--- config.mk ---
export PLATFORM = sky130hd
export DESIGN_NAME = resboost_filter
export DESIGN_NICKNAME = d
export VERILOG_FILES = /design/src/rtl/resboost_pkg.sv /design/src/rtl/resboost_tapline.sv /design/src/rtl/resboost_mean.sv /design/src/rtl/resboost_limit.sv /design/src/rtl/resboost_filter.sv
export SDC_FILE = /design/constraint.sdc
export NUM_CORES = 1
export LEC_CHECK = 0
export BUFFER_PORTS_ARGS = -buffer_cell sky130_fd_sc_hd__buf_2
export CORE_MARGIN = 3
export CORE_UTILIZATION = 55
export CTS_CLUSTER_DIAMETER = 50
export DETAILED_ROUTE_END_ITERATION = 6
export PLACE_DENSITY = 0.77
export REMOVE_ABC_BUFFERS = 1
export SLEW_MARGIN = 20
export SYNTH_ARGS = -nofsm -noshare
export SYNTH_HDL_FRONTEND = slang
export SYNTH_HIERARCHICAL = 1
export SYNTH_SLANG_ARGS = --single-unit
--- constraint.sdc ---
create_clock -name clk -period 11.5 [get_ports clk]
set_input_delay 1.725 -clock clk [delete_from_list [all_inputs] [get_ports clk]]
set_output_delay 1.725 -clock clk [all_outputs]
set_load 0.01 [all_outputs]
--- src/rtl/resboost_pkg.sv ---
package resboost_pkg;

    // Default configuration of the filter
    localparam int RB_CODE_W = 6;   // converter code width
    localparam int RB_FRAC_W = 3;   // fraction bits of the result
    localparam int RB_TAPS   = 5;   // odd boxcar length

    // Source selected for the next output value
    typedef enum logic [1:0] {
        SEL_PRIME  = 2'd0,   // window not yet full: centre passes through
        SEL_SMOOTH = 2'd1,   // clamped boxcar mean
        SEL_PASS   = 2'd2    // bypass: arriving code
    } rb_sel_e;

    typedef struct packed {
        logic    fire;       // a valid sample is accepted this cycle
        rb_sel_e sel;
    } rb_ctl_t;

    function automatic rb_sel_e rb_pick(input logic byp, input logic primed);
        if (byp)
            return SEL_PASS;
        else if (!primed)
            return SEL_PRIME;
        return SEL_SMOOTH;
    endfunction

endpackage

--- src/rtl/resboost_tapline.sv ---
module resboost_tapline
    import resboost_pkg::*;
#(
    parameter int CODE_W = RB_CODE_W,
    parameter int TAPS   = RB_TAPS
) (
    input  logic                           clk,
    input  logic                           rst,
    input  logic                           shift_en,
    input  logic [CODE_W-1:0]              code_in,
    output logic [TAPS-1:0][CODE_W-1:0]    taps,
    output logic                           primed
);
    localparam int DEPTH = TAPS - 1;
    localparam int CNT_W = $clog2(TAPS);
    localparam logic [CNT_W-1:0] FULL = CNT_W'(DEPTH);

    logic [CODE_W-1:0] hist_q [DEPTH];
    logic [CNT_W-1:0]  fill_q;

    assign taps[0] = code_in;

    genvar g;
    for (g = 0; g < DEPTH; g++) begin : g_stage
        if (g == 0) begin : g_head
            always_ff @(posedge clk) begin
                if (rst)
                    hist_q[g] <= '0;
                else if (shift_en)
                    hist_q[g] <= code_in;
            end
        end else begin : g_body
            always_ff @(posedge clk) begin
                if (rst)
                    hist_q[g] <= '0;
                else if (shift_en)
                    hist_q[g] <= hist_q[g-1];
            end
        end
        assign taps[g+1] = hist_q[g];
    end

    always_ff @(posedge clk) begin
        if (rst)
            fill_q <= '0;
        else if (shift_en && fill_q != FULL)
            fill_q <= fill_q + 1'b1;
    end

    assign primed = (fill_q == FULL);

    // the fill counter saturates at the number of stored samples
    assert_fill_bound_R7: assert property (@(posedge clk) disable iff (rst)
        fill_q <= FULL);

    // an accepted code appears in the first history stage on the next cycle
    assert_shift_in_R4: assert property (@(posedge clk) disable iff (rst)
        shift_en |=> (hist_q[0] == $past(code_in)));

endmodule

--- src/rtl/resboost_mean.sv ---
module resboost_mean
    import resboost_pkg::*;
#(
    parameter int CODE_W = RB_CODE_W,
    parameter int FRAC_W = RB_FRAC_W,
    parameter int TAPS   = RB_TAPS
) (
    input  logic [TAPS-1:0][CODE_W-1:0]  taps,
    output logic [CODE_W+FRAC_W-1:0]     mean
);
    localparam int OUT_W  = CODE_W + FRAC_W;
    localparam int SUM_W  = $clog2(TAPS * ((1 << CODE_W) - 1) + 1);
    localparam int NUM_W  = SUM_W + FRAC_W + 1;
    localparam int SH     = NUM_W + $clog2(TAPS) + 1;
    localparam int PW     = NUM_W + SH + 1;
    localparam longint RECIP_L = ((longint'(1) << SH) + TAPS - 1) / TAPS;
    localparam logic [SH:0] RECIP = (SH+1)'(RECIP_L);

    logic [SUM_W-1:0] sum;
    logic [NUM_W-1:0] num;

    always_comb begin
        sum = '0;
        for (int i = 0; i < TAPS; i++)
            sum = sum + SUM_W'(taps[i]);
        // scale to eighths and add half the divisor for round-to-nearest
        num  = NUM_W'({sum, {FRAC_W{1'b0}}}) + NUM_W'(TAPS / 2);
        mean = OUT_W'((PW'(num) * PW'(RECIP)) >> SH);
    end

endmodule

--- src/rtl/resboost_limit.sv ---
module resboost_limit
    import resboost_pkg::*;
#(
    parameter int CODE_W = RB_CODE_W,
    parameter int FRAC_W = RB_FRAC_W
) (
    input  logic [CODE_W+FRAC_W-1:0] mean,
    input  logic [CODE_W-1:0]        centre,
    output logic [CODE_W+FRAC_W-1:0] value
);
    localparam int OUT_W = CODE_W + FRAC_W;
    localparam int EXT_W = OUT_W + 1;
    localparam logic [EXT_W-1:0] HALF = EXT_W'(1) << (FRAC_W - 1);

    logic [EXT_W-1:0] base, upper, m_ext;

    always_comb begin
        base  = EXT_W'({centre, {FRAC_W{1'b0}}});
        upper = base + HALF;
        m_ext = EXT_W'(mean);
        if (m_ext > upper)
            value = OUT_W'(upper);
        else if (m_ext + HALF < base)
            value = OUT_W'(base - HALF);
        else
            value = mean;
    end

endmodule

--- src/rtl/resboost_filter.sv ---
module resboost_filter
    import resboost_pkg::*;
#(
    parameter int CODE_W = RB_CODE_W,
    parameter int FRAC_W = RB_FRAC_W,
    parameter int TAPS   = RB_TAPS
) (
    input  logic                       clk,
    input  logic                       rst,
    input  logic                       in_valid,
    input  logic [CODE_W-1:0]          in_code,
    input  logic                       bypass,
    output logic                       out_valid,
    output logic [CODE_W+FRAC_W-1:0]   out_value
);
    localparam int OUT_W = CODE_W + FRAC_W;
    localparam int CTR   = TAPS / 2;
    localparam int EXT_W = OUT_W + 1;
    localparam logic [EXT_W-1:0] HALF = EXT_W'(1) << (FRAC_W - 1);

    logic [TAPS-1:0][CODE_W-1:0] taps;
    logic                        primed;
    logic [OUT_W-1:0]            mean, limited, next_value;
    logic [CODE_W-1:0]           centre;
    rb_ctl_t                     ctl;

    resboost_tapline #(.CODE_W(CODE_W), .TAPS(TAPS)) u_taps (
        .clk(clk), .rst(rst), .shift_en(in_valid), .code_in(in_code),
        .taps(taps), .primed(primed)
    );

    resboost_mean #(.CODE_W(CODE_W), .FRAC_W(FRAC_W), .TAPS(TAPS)) u_mean (
        .taps(taps), .mean(mean)
    );

    assign centre = taps[CTR];

    resboost_limit #(.CODE_W(CODE_W), .FRAC_W(FRAC_W)) u_limit (
        .mean(mean), .centre(centre), .value(limited)
    );

    always_comb begin
        ctl.fire = in_valid;
        ctl.sel  = rb_pick(bypass, primed);
        unique case (ctl.sel)
            SEL_PASS:   next_value = {in_code, {FRAC_W{1'b0}}};
            SEL_PRIME:  next_value = {centre, {FRAC_W{1'b0}}};
            default:    next_value = limited;
        endcase
    end

    always_ff @(posedge clk) begin
        if (rst) begin
            out_valid <= 1'b0;
            out_value <= '0;
        end else begin
            out_valid <= ctl.fire;
            if (ctl.fire)
                out_value <= next_value;
        end
    end

    // one result per accepted sample, one cycle later
    assert_valid_follows_R2: assert property (@(posedge clk) disable iff (rst)
        in_valid |=> out_valid);
    assert_no_spurious_R2: assert property (@(posedge clk) disable iff (rst)
        !in_valid |=> (!out_valid && $stable(out_value)));

    // bypass returns the arriving code with a zero fraction
    assert_bypass_code_R8: assert property (@(posedge clk) disable iff (rst)
        (in_valid && bypass) |=> (out_value == {$past(in_code), {FRAC_W{1'b0}}}));

    // a non-bypassed result never strays beyond half an LSB from its centre
    assert_clamp_window_R6: assert property (@(posedge clk) disable iff (rst)
        (in_valid && !bypass) |=>
            ((EXT_W'(out_value) + HALF >= EXT_W'({$past(centre), {FRAC_W{1'b0}}})) &&
             (EXT_W'(out_value) <= EXT_W'({$past(centre), {FRAC_W{1'b0}}}) + HALF)));

endmodule

==> results.json, run 1 <==
{
  "critPathSlowestCell": "fa_1",
  "ys.flop_type": "edfxtp_1",
  "first_iter_violations": 171,
  "pre_cts_ws_ns": 0.438,
  "layout_setup_ws_ns": 0.721,
  "yosys.area.top_type": "ha_1",
  "min_period_over_period_pct": 93.7,
  "ant_nets": 0,
  "vias_per_cell": 5.50,
  "grt_max_degree": 26,
  "r2r_setup_slack_ns": 1.88,
  "reg2reg_to": "out_value[3]",
  "die-width_um": 104,
  "layout_common_cells": "inv_1, ha_1, fa_1",
  "numCtsBuffers": 5,
  "synth_cell_types": 57,
  "yosysSeqAreaShare_pct": 18.5,
  "cpPeakStageDelay_ns": 0.55,
  "vias": 3781,
  "worst_setup_path_end_kind": "register",
  "status": "finished, final reports clean",
  "cts_root_buf": "clkbuf_8",
  "synthCells": 546,
  "wl_met2_um": 5160,
  "relSlewSlack_pct": 33.7,
  "clk_pin_slew_worst_paths_ns": 0.07,
  "critPathKind": "in2reg",
  "async_reset_ff_share_pct": 0,
  "synth_area_leaders": "ha_1, fa_1, edfxtp_1",
  "ios": 20,
  "r2r_cells": 40,
  "core_area_mm2": 0.00933,
  "synth-edff-count": 24,
  "die_h_um": 104,
  "holdPathEnd": "out_value[2]",
  "wl_per_cell_um": 14.8,
  "min_period_ns": 10.78,
  "io_buffers": 19,
  "dp_hpwl_um": 8590,
  "antenna-diode-count": 0,
  "drive_gt1_share_pct": 8.77,
  "hold_violations": 0,
  "setup_viol_count_final": 0,
  "fmax_mhz": 92.8,
  "ys_seq_elements": 37,
  "post_cts_buffers": 0,
  "grt_pass1_vias": 3922,
  "worst-path-max-fanout": 10,
  "reg2reg_from": "u_taps/hist_q[0][0]",
  "antenna_found_initial": 0,
  "max-clock-path-buffers": 2,
  "routed_wl_um": 10200,
  "gp_congestion": 0.854,
  "h-tree-depth": 2,
  "dieArea_mm2": 0.0109,
  "insertion_delay_ns": 0.29,
  "worstMarginPinSlew_ns": 0.995,
  "synth_warnings": 6,
  "fillers": 813,
  "multi_input_area_mm2": 0.00376,
  "report.final.slew_viol_count": 0,
  "final_common_cell": "inv_1",
  "rsz0062_at_grt": "no",
  "initial_utilization_pct": 56.9,
  "syn-mean-instance-area_um2": 9.73,
  "grt_pass1_wl_um": 17600,
  "min_path_cells": 2,
  "drc": 0,
  "worstPathArrival_ns": 10.94,
  "grtUsageTotal_pct": 19.3,
  "tns_ns": 0,
  "required_ns": 11.66,
  "crit_top_cell": "ha_1",
  "maxCapViolations": 0,
  "seq_area_um2": 981,
  "clock_skew_ns": 0.00579,
  "met1_length_um": 4570,
  "grt-ovfl-total": 0,
  "area_growth_pct": 4.36,
  "fin_nets": 706,
  "clock-sinks": 37,
  "cts_tree": "built",
  "met3_length_um": 339,
  "num_rows": 35,
  "highest_layer": "met4",
  "synth_top_area_share_pct": 21.9,
  "worst_setup_path_start_kind": "primary input",
  "syn-cell-area_mm2": 0.00531,
  "hold_start": "out_value[2]",
  "min_path_type": "reg2reg",
  "drtPass1Iterations": 5,
  "hold_buffers": 0,
  "cts_resized": 0
}
[layer usage]
| layer | up-vias | track usage (%) |
|---|---|---|
| li1 | 1835 | - |
| met1 | 1868 | 25.6 |
| met2 | 64 | 33.7 |
| met3 | 14 | 2.61 |
| met4 | 0 | 4.08 |
| met5 | - | 0 |
[per-stage QoR]
stage / hold slack, ns / cells / util, % / cell area, um2
after global routing: 0.510 / 688 / 59.4 / 5540
after CTS: 0.479 / 688 / 59.4 / 5540
after global placement: 0.452 / 680 / 58.5 / 5460
final: 0.475 / 688 / 59.4 / 5540
after floorplan: 0.465 / 529 / - / 5180
after detailed placement: 0.465 / 680 / 58.5 / 5460
[worst max-delay path by stage]
stage                from      endpoint  slack (ns)  cells past startpoint
6_report       in_code[0]  out_value[3]        0.72                     41
5_1_grt        in_code[0]  out_value[3]        0.19                     41
4_1_cts        in_code[0]  out_value[3]        0.71                     41
3_5_place_dp   in_code[0]  out_value[3]        0.44                     41
3_3_place_gp   in_code[0]  out_value[7]        0.61                     41
2_1_floorplan  in_code[0]  out_value[7]        1.29                     40
[kinds of logic (layout without fill, tap and decap cells)]
family,after synthesis,after routing,synth area share (%)
adder cells (fa/ha/maj),138,138,38.9
buffers and inverters,133,146,10.7
AND/OR/NAND/NOR,118,118,13.3
AO/OA/AOI/OAI,80,80,11.7
flip-flops,37,37,18.5
XOR/XNOR,27,27,4.45
multiplexers,13,13,2.50
[sequential cells by signal (all words and copies together) (netlist names)]
| name | count |
|---|---|
| out_valid | 1 |
| out_value | 9 |
| u_taps/fill_q | 3 |
| u_taps/hist_q | 24 |
[synthesized netlist by cell type (all sizes together) (3+ instances only)]
library cell  count
mux2i            11
nor2             12
dfxtp            13
a21oi            24
edfxtp           24
o221ai            6
a211oi            3
nand4b           10
nand3            16
o21ai            10
a31oi             6
xor2              7
nor3              6
nor2b             7
and3              5
and2             28
nand2            10
o21bai            6
ha               93
a21o              9
fa               45
xnor2            20
nand2b           15
buf              14
clkbuf            3
inv             116
[worst max-delay path: cells and delay by family]
family	cells	cell delay [ns]
AOI/OAI and AO/OA	13	2.61
and+or+nand+nor	6	0.96
adders and majority gates	11	4.18
muxes	1	0.20
buffers and inverters	6	0.51
xor gates and xnor gates	4	0.75
[area by class of cell]
type                    instances  area share [%]
inverters                     116            7.86
repair buffers                 22            2.12
clock inverters                 3           0.316
flip-flops and latches         37            17.7
well taps                     129            2.91
multi-input cells             376            67.8
clock buffers                   5            1.24
Power of run 1 is not shown: default switching activity piles up to over one toggle a cycle in this logic, so the estimate is an artifact.
==> run 2: changes to the inputs <==
--- a/config.mk
+++ b/config.mk
@@ -5,6 +5,7 @@
 export SDC_FILE = /design/constraint.sdc
 export NUM_CORES = 1
 export LEC_CHECK = 0
+export ABC_AREA = 1
 export BUFFER_PORTS_ARGS = -buffer_cell sky130_fd_sc_hd__buf_2
 export CORE_MARGIN = 3
 export CORE_UTILIZATION = 55
==> constraint.sdc (replaced) <==
create_clock -name clk -period 11.6 [get_ports clk]
set_input_delay 1.74 -clock clk [delete_from_list [all_inputs] [get_ports clk]]
set_output_delay 1.74 -clock clk [all_outputs]
set_load 0.01 [all_outputs]
==> results.json, run 2 <==
{
  "die_h_um": 108,
  "grtUsageTotal_pct": 21.8,
  "hold_buffers": 0,
  "synth_warnings": 6,
  "layout_common_cells": "inv_1, nand2_1, ha_1",
  "cts_root_buf": "clkbuf_8",
  "h-tree-depth": 2,
  "cts_resized": 0,
  "final_common_cell": "inv_1",
  "crit_top_cell": "ha_1",
  "critPathKind": "in2reg",
  "area_growth_pct": 4.16,
  "worst_setup_path_end_kind": "register",
  "numCtsBuffers": 5,
  "grt_max_degree": 25,
  "gp_congestion": 0.874,
  "max-clock-path-buffers": 2,
  "worstPathArrival_ns": 10.21,
  "fin_nets": 915,
  "largest-register": "u_taps/hist_q",
  "reg2reg_to": "out_value[7]",
  "worst-path-max-fanout": 7,
  "drc": 0,
  "r2r_setup_slack_ns": 2.76,
  "routed_wl_um": 12100,
  "insertion_delay_ns": 0.29,
  "first_iter_violations": 257,
  "grt-ovfl-total": 0,
  "hold_violations": 0,
  "initial_utilization_pct": 57.7,
  "num_rows": 36,
  "syn-mean-instance-area_um2": 7.63,
  "min_path_type": "reg2reg",
  "die-width_um": 108,
  "holdPathEnd": "u_taps/fill_q[1]",
  "synth-edff-count": 24,
  "clock-sinks": 37,
  "hold_start": "u_taps/fill_q[1]",
  "worst_setup_path_start_kind": "primary input",
  "worstMarginPinSlew_ns": 0.585,
  "reg2reg_from": "u_taps/hist_q[0][0]",
  "grt_pass1_vias": 4637,
  "holdWs_ns": 0.521,
  "min_period_over_period_pct": 86.4,
  "fmax_mhz": 99.8,
  "yosys.area.top_type": "ha_1",
  "async_reset_ff_share_pct": 0,
  "r2r_cells": 43,
  "relSlewSlack_pct": 61.0,
  "critPathSlowestCell": "fa_1",
  "io_buffers": 19,
  "core_area_mm2": 0.00995,
  "ys.flop_type": "edfxtp_1",
  "antenna_found_initial": 0,
  "ys_seq_elements": 37,
  "syn-cell-area_mm2": 0.00574,
  "post_cts_buffers": 0,
  "status": "finished, final reports clean",
  "yosysMostFrequentCell": "inv_1",
  "synth_top_area_share_pct": 20.3,
  "drtPass1Iterations": 5,
  "min_path_cells": 2,
  "largest_register_ffs": 24,
  "synth_area_leaders": "ha_1, fa_1, edfxtp_1",
  "min_period_ns": 10.02,
  "clock_skew_ns": 0.0155,
  "vias": 4571,
  "required_ns": 11.78,
  "setup_viol_count_final": 0,
  "report.final.slew_viol_count": 0,
  "ant_nets": 0,
  "maxCapViolations": 0,
  "tns_ns": 0,
  "dp_hpwl_um": 10400,
  "synth_commonest_cells": "inv_1, nand2_1, ha_1",
  "cpPeakStageDelay_ns": 0.56,
  "clk_pin_slew_worst_paths_ns": 0.07,
  "synth_cell_types": 40,
  "yosysSeqAreaShare_pct": 17.1,
  "antenna-diode-count": 0,
  "top_regs": "u_taps/hist_q x24, out_value x9, u_taps/fill_q x3",
  "vias_per_cell": 5.07,
  "drive_gt1_share_pct": 8.07,
  "wl_per_cell_um": 13.5,
  "cp.buffers_inverters": 6,
  "dieArea_mm2": 0.0117,
  "grt_pass1_wl_um": 20600,
  "crit_family": "adder cells",
  "synthCells": 753,
  "cts_tree": "built",
  "rsz0062_at_grt": "no",
  "ios": 20
}
[run 2: cell count changes after synthesis, moves of 8 or more]
cell	delta
inv_1	+72
nand2_2	+9
nand4b_1	-10
nand3_1	+28
and2_1	-27
a21oi_1	+16
xnor2_1	-12
mux2i_1	-11
inv_2	+8
nand2b_1	-15
nand2_1	+119
nand4_1	+8
nor2_1	+52
[run 2: final cells by class]
cell class / count / area [um2]
multi-input combinational: 506 / 3910
sequential: 37 / 981
clock buffer: 6 / 72.6
timing repair buffer: 19 / 95.1
fill: 878 / 3970
inverter: 198 / 746
tap: 133 / 166
clock inverter: 2 / 11.3
[run 2: cell families (layout without fill, tap and decap cells)]
kind of cell / Yosys count / count (layout) / share of synthesized area [%]
AO/OA/AOI/OAI: 68 / 68 / 6.52
adder cells (fa/ha/maj): 138 / 138 / 36.0
XOR/XNOR: 21 / 21 / 3.20
buffers and inverters: 210 / 225 / 14.8
flip-flops: 37 / 37 / 17.1
AND/OR/NAND/NOR: 279 / 279 / 22.4
[run 2: tightest hold or removal path, cell delays in order (launching register included)]
cell and delay [ns]:
dfxtp_1 0.35, a21oi_1 0.05, nor2_1 0.08
[run 2: per-layer routing]
| layer | vias up | part of all wire, % | GRT usage [%] |
|---|---|---|---|
| met5 | - | 0 | 0 |
| met4 | 0 | 1.5 | 4.60 |
| met3 | 16 | 3.2 | 1.85 |
| met2 | 100 | 51 | 40.8 |
| met1 | 2116 | 44 | 27.3 |
| li1 | 2339 | - | - |
[run 2: how the worst max path moves through the flow]
stage,from,cells past startpoint,slack [ns],endpoint
2_1_floorplan,in_code[0],43,2.44,out_value[6]
3_3_place_gp,in_code[0],45,1.73,out_value[7]
3_5_place_dp,in_code[0],44,1.38,out_value[7]
4_1_cts,in_code[0],44,1.64,out_value[7]
5_1_grt,in_code[0],45,0.99,out_value[7]
6_report,in_code[0],44,1.58,out_value[7]
[run 2: metrics by stage]
step	instance area, um2	utilization, %	worst slack [ns]	cells
after CTS	5980	60.1	1.64	901
after global placement	5900	59.2	1.73	893
final	5980	60.1	1.58	901
after detailed placement	5900	59.2	1.38	893
after floorplan	5640	-	2.44	741
after global routing	5980	60.1	0.992	901
Power of run 2 is left out for the same reason.
